$ cat src/rtl/knk_pkg.sv
// Package: shared constants for the port-knock filter.
// Assumes 16-bit L4 ports; reset values for knock and guarded ports.
package knk_pkg;
    localparam int PORT_W = 16;
    localparam logic [PORT_W-1:0] GUARD_RESET = 16'd22;

    // Reset value of knock port number idx in the series.
    function automatic logic [PORT_W-1:0] knock_reset(input int idx);
        case (idx)
            0:       return 16'd5123;
            1:       return 16'd6234;
            2:       return 16'd7345;
            3:       return 16'd8456;
            default: return 16'd0;
        endcase
    endfunction
endpackage

$ cat src/rtl/knk_cfg_regs.sv
// Module: knock-port and guarded-port registers.
// Assumes writes with an out-of-range select are ignored; values
// change at the clock edge, so same-cycle users see the old value.
module knk_cfg_regs
    import knk_pkg::*;
#(
    parameter int KNOCKS = 4,
    localparam int SEL_W = $clog2(KNOCKS + 1)
) (
    input  logic                           clk,
    input  logic                           rst_n,
    input  logic                           cfg_we,
    input  logic [SEL_W-1:0]               cfg_sel,
    input  logic [PORT_W-1:0]              cfg_data,
    output logic [KNOCKS-1:0][PORT_W-1:0]  knock_ports,
    output logic [PORT_W-1:0]              guard_port
);
    genvar k;
    generate
        for (k = 0; k < KNOCKS; k++) begin : g_knock
            // Holds knock port k of the series.
            always_ff @(posedge clk) begin
                if (!rst_n)
                    knock_ports[k] <= knock_reset(k);
                else if (cfg_we && cfg_sel == SEL_W'(k))
                    knock_ports[k] <= cfg_data;
            end
        end
    endgenerate

    // Holds the guarded port opened by a completed series.
    always_ff @(posedge clk) begin
        if (!rst_n)
            guard_port <= GUARD_RESET;
        else if (cfg_we && cfg_sel == SEL_W'(KNOCKS))
            guard_port <= cfg_data;
    end
endmodule

$ cat src/rtl/knk_xfsm.sv
// Module: shared transition table indexed by state and destination port.
// States: 0 = idle, 1..KNOCKS-1 = knock steps, KNOCKS = open.
// Assumes a purely combinational lookup; every knock packet drops.
module knk_xfsm
    import knk_pkg::*;
#(
    parameter int KNOCKS = 4,
    localparam int ST_W = $clog2(KNOCKS + 1)
) (
    input  logic [ST_W-1:0]                cur_state,
    input  logic [PORT_W-1:0]              dport,
    input  logic [KNOCKS-1:0][PORT_W-1:0]  knock_ports,
    input  logic [PORT_W-1:0]              guard_port,
    output logic [ST_W-1:0]                nxt_state,
    output logic                           fwd
);
    // Maps (state, port) to next state and forward decision.
    always_comb begin
        nxt_state = '0;
        fwd       = 1'b0;
        if (cur_state == ST_W'(KNOCKS)) begin
            nxt_state = ST_W'(KNOCKS);
            fwd       = (dport == guard_port);
        end else begin
            for (int k = 0; k < KNOCKS; k++) begin
                if (cur_state == ST_W'(k) && dport == knock_ports[k])
                    nxt_state = ST_W'(k + 1);
            end
        end
    end
endmodule

$ cat src/rtl/knk_state_store.sv
// Module: per-flow key-to-state store with round-robin allocation.
// Assumes lookup and write-back use the same key in the same cycle;
// writing state 0 frees a hit entry, a miss with state 0 does nothing.
module knk_state_store #(
    parameter int ENTRIES = 16,
    parameter int KEY_W   = 32,
    parameter int ST_W    = 3,
    localparam int IDX_W  = (ENTRIES > 1) ? $clog2(ENTRIES) : 1
) (
    input  logic               clk,
    input  logic               rst_n,
    input  logic [KEY_W-1:0]   lk_key,
    input  logic               wr_en,
    input  logic [ST_W-1:0]    wr_state,
    output logic [ST_W-1:0]    lk_state,
    output logic [ENTRIES-1:0] hit_vec
);
    logic [ENTRIES-1:0] vld;
    logic [KEY_W-1:0]   keys [ENTRIES];
    logic [ST_W-1:0]    sts  [ENTRIES];
    logic [IDX_W-1:0]   rr_ptr;
    logic [IDX_W-1:0]   hit_idx;
    logic               hit;

    genvar g;
    generate
        for (g = 0; g < ENTRIES; g++) begin : g_cmp
            assign hit_vec[g] = vld[g] && (keys[g] == lk_key);
        end
    endgenerate

    // Selects the matching entry's state; a miss reads as idle.
    always_comb begin
        hit      = |hit_vec;
        hit_idx  = '0;
        lk_state = '0;
        for (int i = 0; i < ENTRIES; i++) begin
            if (hit_vec[i]) begin
                hit_idx  = IDX_W'(i);
                lk_state = sts[i];
            end
        end
    end

    // Writes back the new state: update, free or allocate.
    always_ff @(posedge clk) begin
        if (!rst_n) begin
            vld    <= '0;
            rr_ptr <= '0;
        end else if (wr_en) begin
            if (wr_state == '0) begin
                if (hit) vld[hit_idx] <= 1'b0;
            end else if (hit) begin
                sts[hit_idx] <= wr_state;
            end else begin
                keys[rr_ptr] <= lk_key;
                sts[rr_ptr]  <= wr_state;
                vld[rr_ptr]  <= 1'b1;
                rr_ptr       <= (rr_ptr == IDX_W'(ENTRIES - 1)) ? '0 : rr_ptr + 1'b1;
            end
        end
    end
endmodule

$ cat src/rtl/knock_filter.sv
// Module: top of the per-flow port-knock filter.
// Lookup, transition and write-back happen in one cycle, so a packet
// of the same flow in the next cycle sees the new state. The decision
// is registered: one cycle of latency.
module knock_filter
    import knk_pkg::*;
#(
    parameter int KNOCKS  = 4,
    parameter int ENTRIES = 16,
    parameter int KEY_W   = 32,
    localparam int SEL_W  = $clog2(KNOCKS + 1)
) (
    input  logic              clk,
    input  logic              rst_n,
    input  logic              pkt_valid,
    input  logic [KEY_W-1:0]  pkt_src,
    input  logic [PORT_W-1:0] pkt_dport,
    input  logic              cfg_we,
    input  logic [SEL_W-1:0]  cfg_sel,
    input  logic [PORT_W-1:0] cfg_data,
    output logic              dec_valid,
    output logic              dec_fwd
);
    localparam int ST_W = $clog2(KNOCKS + 1);

    logic [KNOCKS-1:0][PORT_W-1:0] knock_ports;
    logic [PORT_W-1:0]             guard_port;
    logic [ST_W-1:0]               cur_state;
    logic [ST_W-1:0]               nxt_state;
    logic                          x_fwd;
    logic [ENTRIES-1:0]            hit_vec;

    knk_cfg_regs #(.KNOCKS(KNOCKS)) u_cfg (
        .clk(clk), .rst_n(rst_n), .cfg_we(cfg_we), .cfg_sel(cfg_sel),
        .cfg_data(cfg_data), .knock_ports(knock_ports), .guard_port(guard_port)
    );

    knk_state_store #(.ENTRIES(ENTRIES), .KEY_W(KEY_W), .ST_W(ST_W)) u_store (
        .clk(clk), .rst_n(rst_n), .lk_key(pkt_src), .wr_en(pkt_valid),
        .wr_state(nxt_state), .lk_state(cur_state), .hit_vec(hit_vec)
    );

    knk_xfsm #(.KNOCKS(KNOCKS)) u_xfsm (
        .cur_state(cur_state), .dport(pkt_dport), .knock_ports(knock_ports),
        .guard_port(guard_port), .nxt_state(nxt_state), .fwd(x_fwd)
    );

    // Registers the per-packet decision.
    always_ff @(posedge clk) begin
        if (!rst_n) begin
            dec_valid <= 1'b0;
            dec_fwd   <= 1'b0;
        end else begin
            dec_valid <= pkt_valid;
            dec_fwd   <= pkt_valid && x_fwd;
        end
    end
endmodule

$ cat config.mk
export PLATFORM = sky130hd
export DESIGN_NAME = knock_filter
export DESIGN_NICKNAME = d
export VERILOG_FILES = /design/src/rtl/knk_pkg.sv /design/src/rtl/knk_cfg_regs.sv /design/src/rtl/knk_xfsm.sv /design/src/rtl/knk_state_store.sv /design/src/rtl/knock_filter.sv
export SDC_FILE = /design/constraint.sdc
export NUM_CORES = 1
export LEC_CHECK = 0
export ABC_CLOCK_PERIOD_IN_PS = 6500
export BUFFER_PORTS_ARGS = -buffer_cell sky130_fd_sc_hd__buf_2
export CORE_ASPECT_RATIO = 1.25
export CORE_MARGIN = 8
export CORE_UTILIZATION = 33
export DETAILED_ROUTE_END_ITERATION = 16
export PLACE_DENSITY = 0.57
export SYNTH_ARGS = -nofsm -noshare
export SYNTH_HDL_FRONTEND = slang
export SYNTH_SLANG_ARGS = --single-unit
export TNS_END_PERCENT = 1
$ cat constraint.sdc
create_clock -name clk -period 6.5 [get_ports clk]
set_input_delay 0.65 -clock clk [delete_from_list [all_inputs] [get_ports clk]]
set_output_delay 0.65 -clock clk [all_outputs]
set_load 0.005 [all_outputs]
==> results_dict.tcl <==
set metrics [dict create \
    ff2ff_path_depth 18 \
    yosys.area.top_type "edfxtp_1" \
    whs_path_depth 3 \
    antenna_found_initial 3 \
    final_hold_viol_count 0 \
    h-tree-depth 3 \
    clk_path_buf_depth 3 \
    p_leak_nw 10.8 \
    netlist_instances 2194 \
    synth_top_area_share_pct 56.9 \
    postCtsSetupBuffers 0 \
    crit_arrival_ps 5990 \
    crit_buf_inv 3 \
    cp.depth 20 \
    cts_resized 0 \
    endpoint "u_store.vld[8]" \
    critPathTopFamily "simple AND/OR/NAND/NOR gates" \
    fin_nets 2407 \
    synth_edf_count 560 \
    slew_viol_final 0 \
    async_reset_ff_share_pct 0 \
    p_per_area_nw_per_um2 266 \
    worstPathMaxFanout 17 \
    cts_root_buf "clkbuf_16" \
    path_class "primary input to register" \
    path_cells "buf_2 > buf_12 > xnor2_1 > nand4_1 > nor4_1 > and4_1 > nor3b_1 > a2111oi_2 > a311oi_4 > mux2_4 > and3_4 > a211o_1 > ha_1 > nand2_1 > nor4_1 > buf_4 > nand2b_1 > nand2b_1 > o21ai_0 > a21boi_0" \
    start_util_pct 33.3 \
    drive_above_1_share_pct 14.4 \
    clkLatencyLatePin_ps 620 \
    area_growth_pct 15.2 \
    tritoncts "done" \
    ys_types 80 \
    gp_congestion 0.855 \
    min_period_ps 5500 \
    status "finished clean" \
    core_um2 88700 \
    io_pins 73 \
    ant_nets 0 \
    rsz0062_at_grt "false" \
    grt_pass1_wl_um 121000 \
    max_stage_delay_ps 660 \
    critPathLaunchType "primary input" \
    startpoint "pkt_src[3]" \
    drc 0 \
    fmaxAchievable_mhz 182 \
    drt_pass1_iterations 8 \
    fp.dieH_um 351 \
    placed_area_um2 31800 \
    grt_max_degree 99 \
    relSlewSlack_pct 25.1 \
    final_area_um2 34100 \
    dr.first_iter.drc_count 1378 \
    clkSinkCount 662 \
    ys.flop_type "edfxtp_1" \
    ys_ff_latch 662 \
    clk_pin_slew_ps 60 \
    synth_area_um2 29600 \
    r2r_end "u_store.vld[8]" \
    fillers 8340 \
    min_path_type "primary input to register" \
    avgSynthCellArea_um2 13.5 \
    dieWidth_um 284 \
    rows 122 \
    reg2reg_setup_slack_ps 1240 \
    wirelength_um 82600 \
    endpoint_kind "register" \
    syn_nets 2271 \
    crit_path_top_delay_cell "nor4_1" \
    vias 17748 \
    globalRouteTotalUtil_pct 16.2 \
    setup_viol 0 \
    hpwl_um 57300 \
    cp_data_required_time_ps 6990 \
    die_area_um2 99500 \
    tightest_slew_ps 1120 \
    worstHoldStart "cfg_data[8]" \
    skew_ps 27.6 \
    synth_commonest_cells "edfxtp_1, xnor2_1, nand2_1, xor2_1, nand4_1" \
    grt_overflow 0 \
    total_power_w 0.00907 \
    fin_crit_sh_pct 84.6 \
    yosys-top-cells-area "edfxtp_1, xnor2_1, dfxtp_1, xor2_1, nand2_1" \
    ys_warn_count 0 \
    grt_pass1_vias 17852 \
    ir_worst_vdd_uv 162 \
    port_buffers 72 \
    yosysSeqAreaShare_pct 63.8 \
    vias_per_cell 4.98 \
    worstReg2RegStart "u_store.keys[2][11]" \
    drv_cap 0 \
    drt-wirelength-per-cell_um 23.2 \
    diodes 0 \
    cts_buffers 72 \
    yosysMostFrequentCell "edfxtp_1" \
    hold_buffers 0 \
]
layout by cell type, fill, tap and decap left out, types with 67 or more instances in the layout:
cell	n
buf_4	87
nand4_1	116
nand2_1	210
clkbuf_16	73
edfxtp_1	560
xnor2_1	427
buf_2	72
xor2_1	148
dfxtp_1	102
a21boi_0	67
flip-flops by register name, indices dropped and copies added (netlist names):
register / count
u_store.vld: 16
u_store.sts: 48
u_store.rr_ptr: 4
dec_fwd: 1
u_cfg.guard_port: 16
dec_valid: 1
u_store.keys: 512
u_cfg.knock_ports: 64
worst min path at each step:
stage	slack, ps	endpoint
finish	340	u_cfg.knock_ports[56]
global placement	460	u_store.vld[0]
detailed placement	470	u_store.vld[0]
floorplan	430	u_store.vld[0]
CTS	310	u_cfg.knock_ports[56]
global route	350	u_cfg.knock_ports[59]
worst min-delay path, stage by stage:
cell,delay [ps]
buf_2,130
nand2_1,60
nand3_1,70
cell families (layout without fill, tap and decap cells):
family	after synthesis	in the layout	synth area share, %
multiplexers	13	13	0.491
AO/OA/AOI/OAI	166	166	4.55
adder cells (fa/ha/maj)	6	6	0.254
AND/OR/NAND/NOR	613	613	10.6
XOR/XNOR	576	576	17.1
buffers and inverters	158	347	3.22
flip-flops	662	662	63.8
metrics by stage:
step           setup WS (ps)  setup TNS [ps]  instances  hold WS [ps]  util, %
4_1_cts                  968               0       3561           307     38.4
5_1_grt                  638               0       3561           348     38.4
3_3_place_gp             449               0       3434           462     35.9
6_report                 998               0       3561           337     38.4
2_1_floorplan           -601          -57730       2194           431        -
3_5_place_dp             349               0       3434           468     35.9
layout make-up:
type                       count  area, µm²  share of cell area (%)
inverter                      34        128                   0.375
multi-input combinational   1374       9820                    28.8
timing repair buffer         186       1550                    4.56
clock inverter                35        304                   0.893
clock buffer                  92       1930                    5.66
tap                         1178       1470                    4.33
sequential                   662      18900                    55.4
power by group:
part | internal, W | total [W] | switching, W
sequential | 0.00460 | 0.00461 | 0.00000837
combinational | 0.000191 | 0.000520 | 0.000329
clock | 0.00224 | 0.00393 | 0.00170
total | 0.00703 | 0.00907 | 0.00203
per-layer routing:
layer  vias up  share of wire [%]  global-route usage [%]
li1       8128                  -                       -
met1      9023                 42                    20.0
met2       485                 51                    29.3
met3       110                4.6                    2.23
met4         2                2.3                    4.58
met5         -              0.016                       0
(Power assumes the default switching activity.)
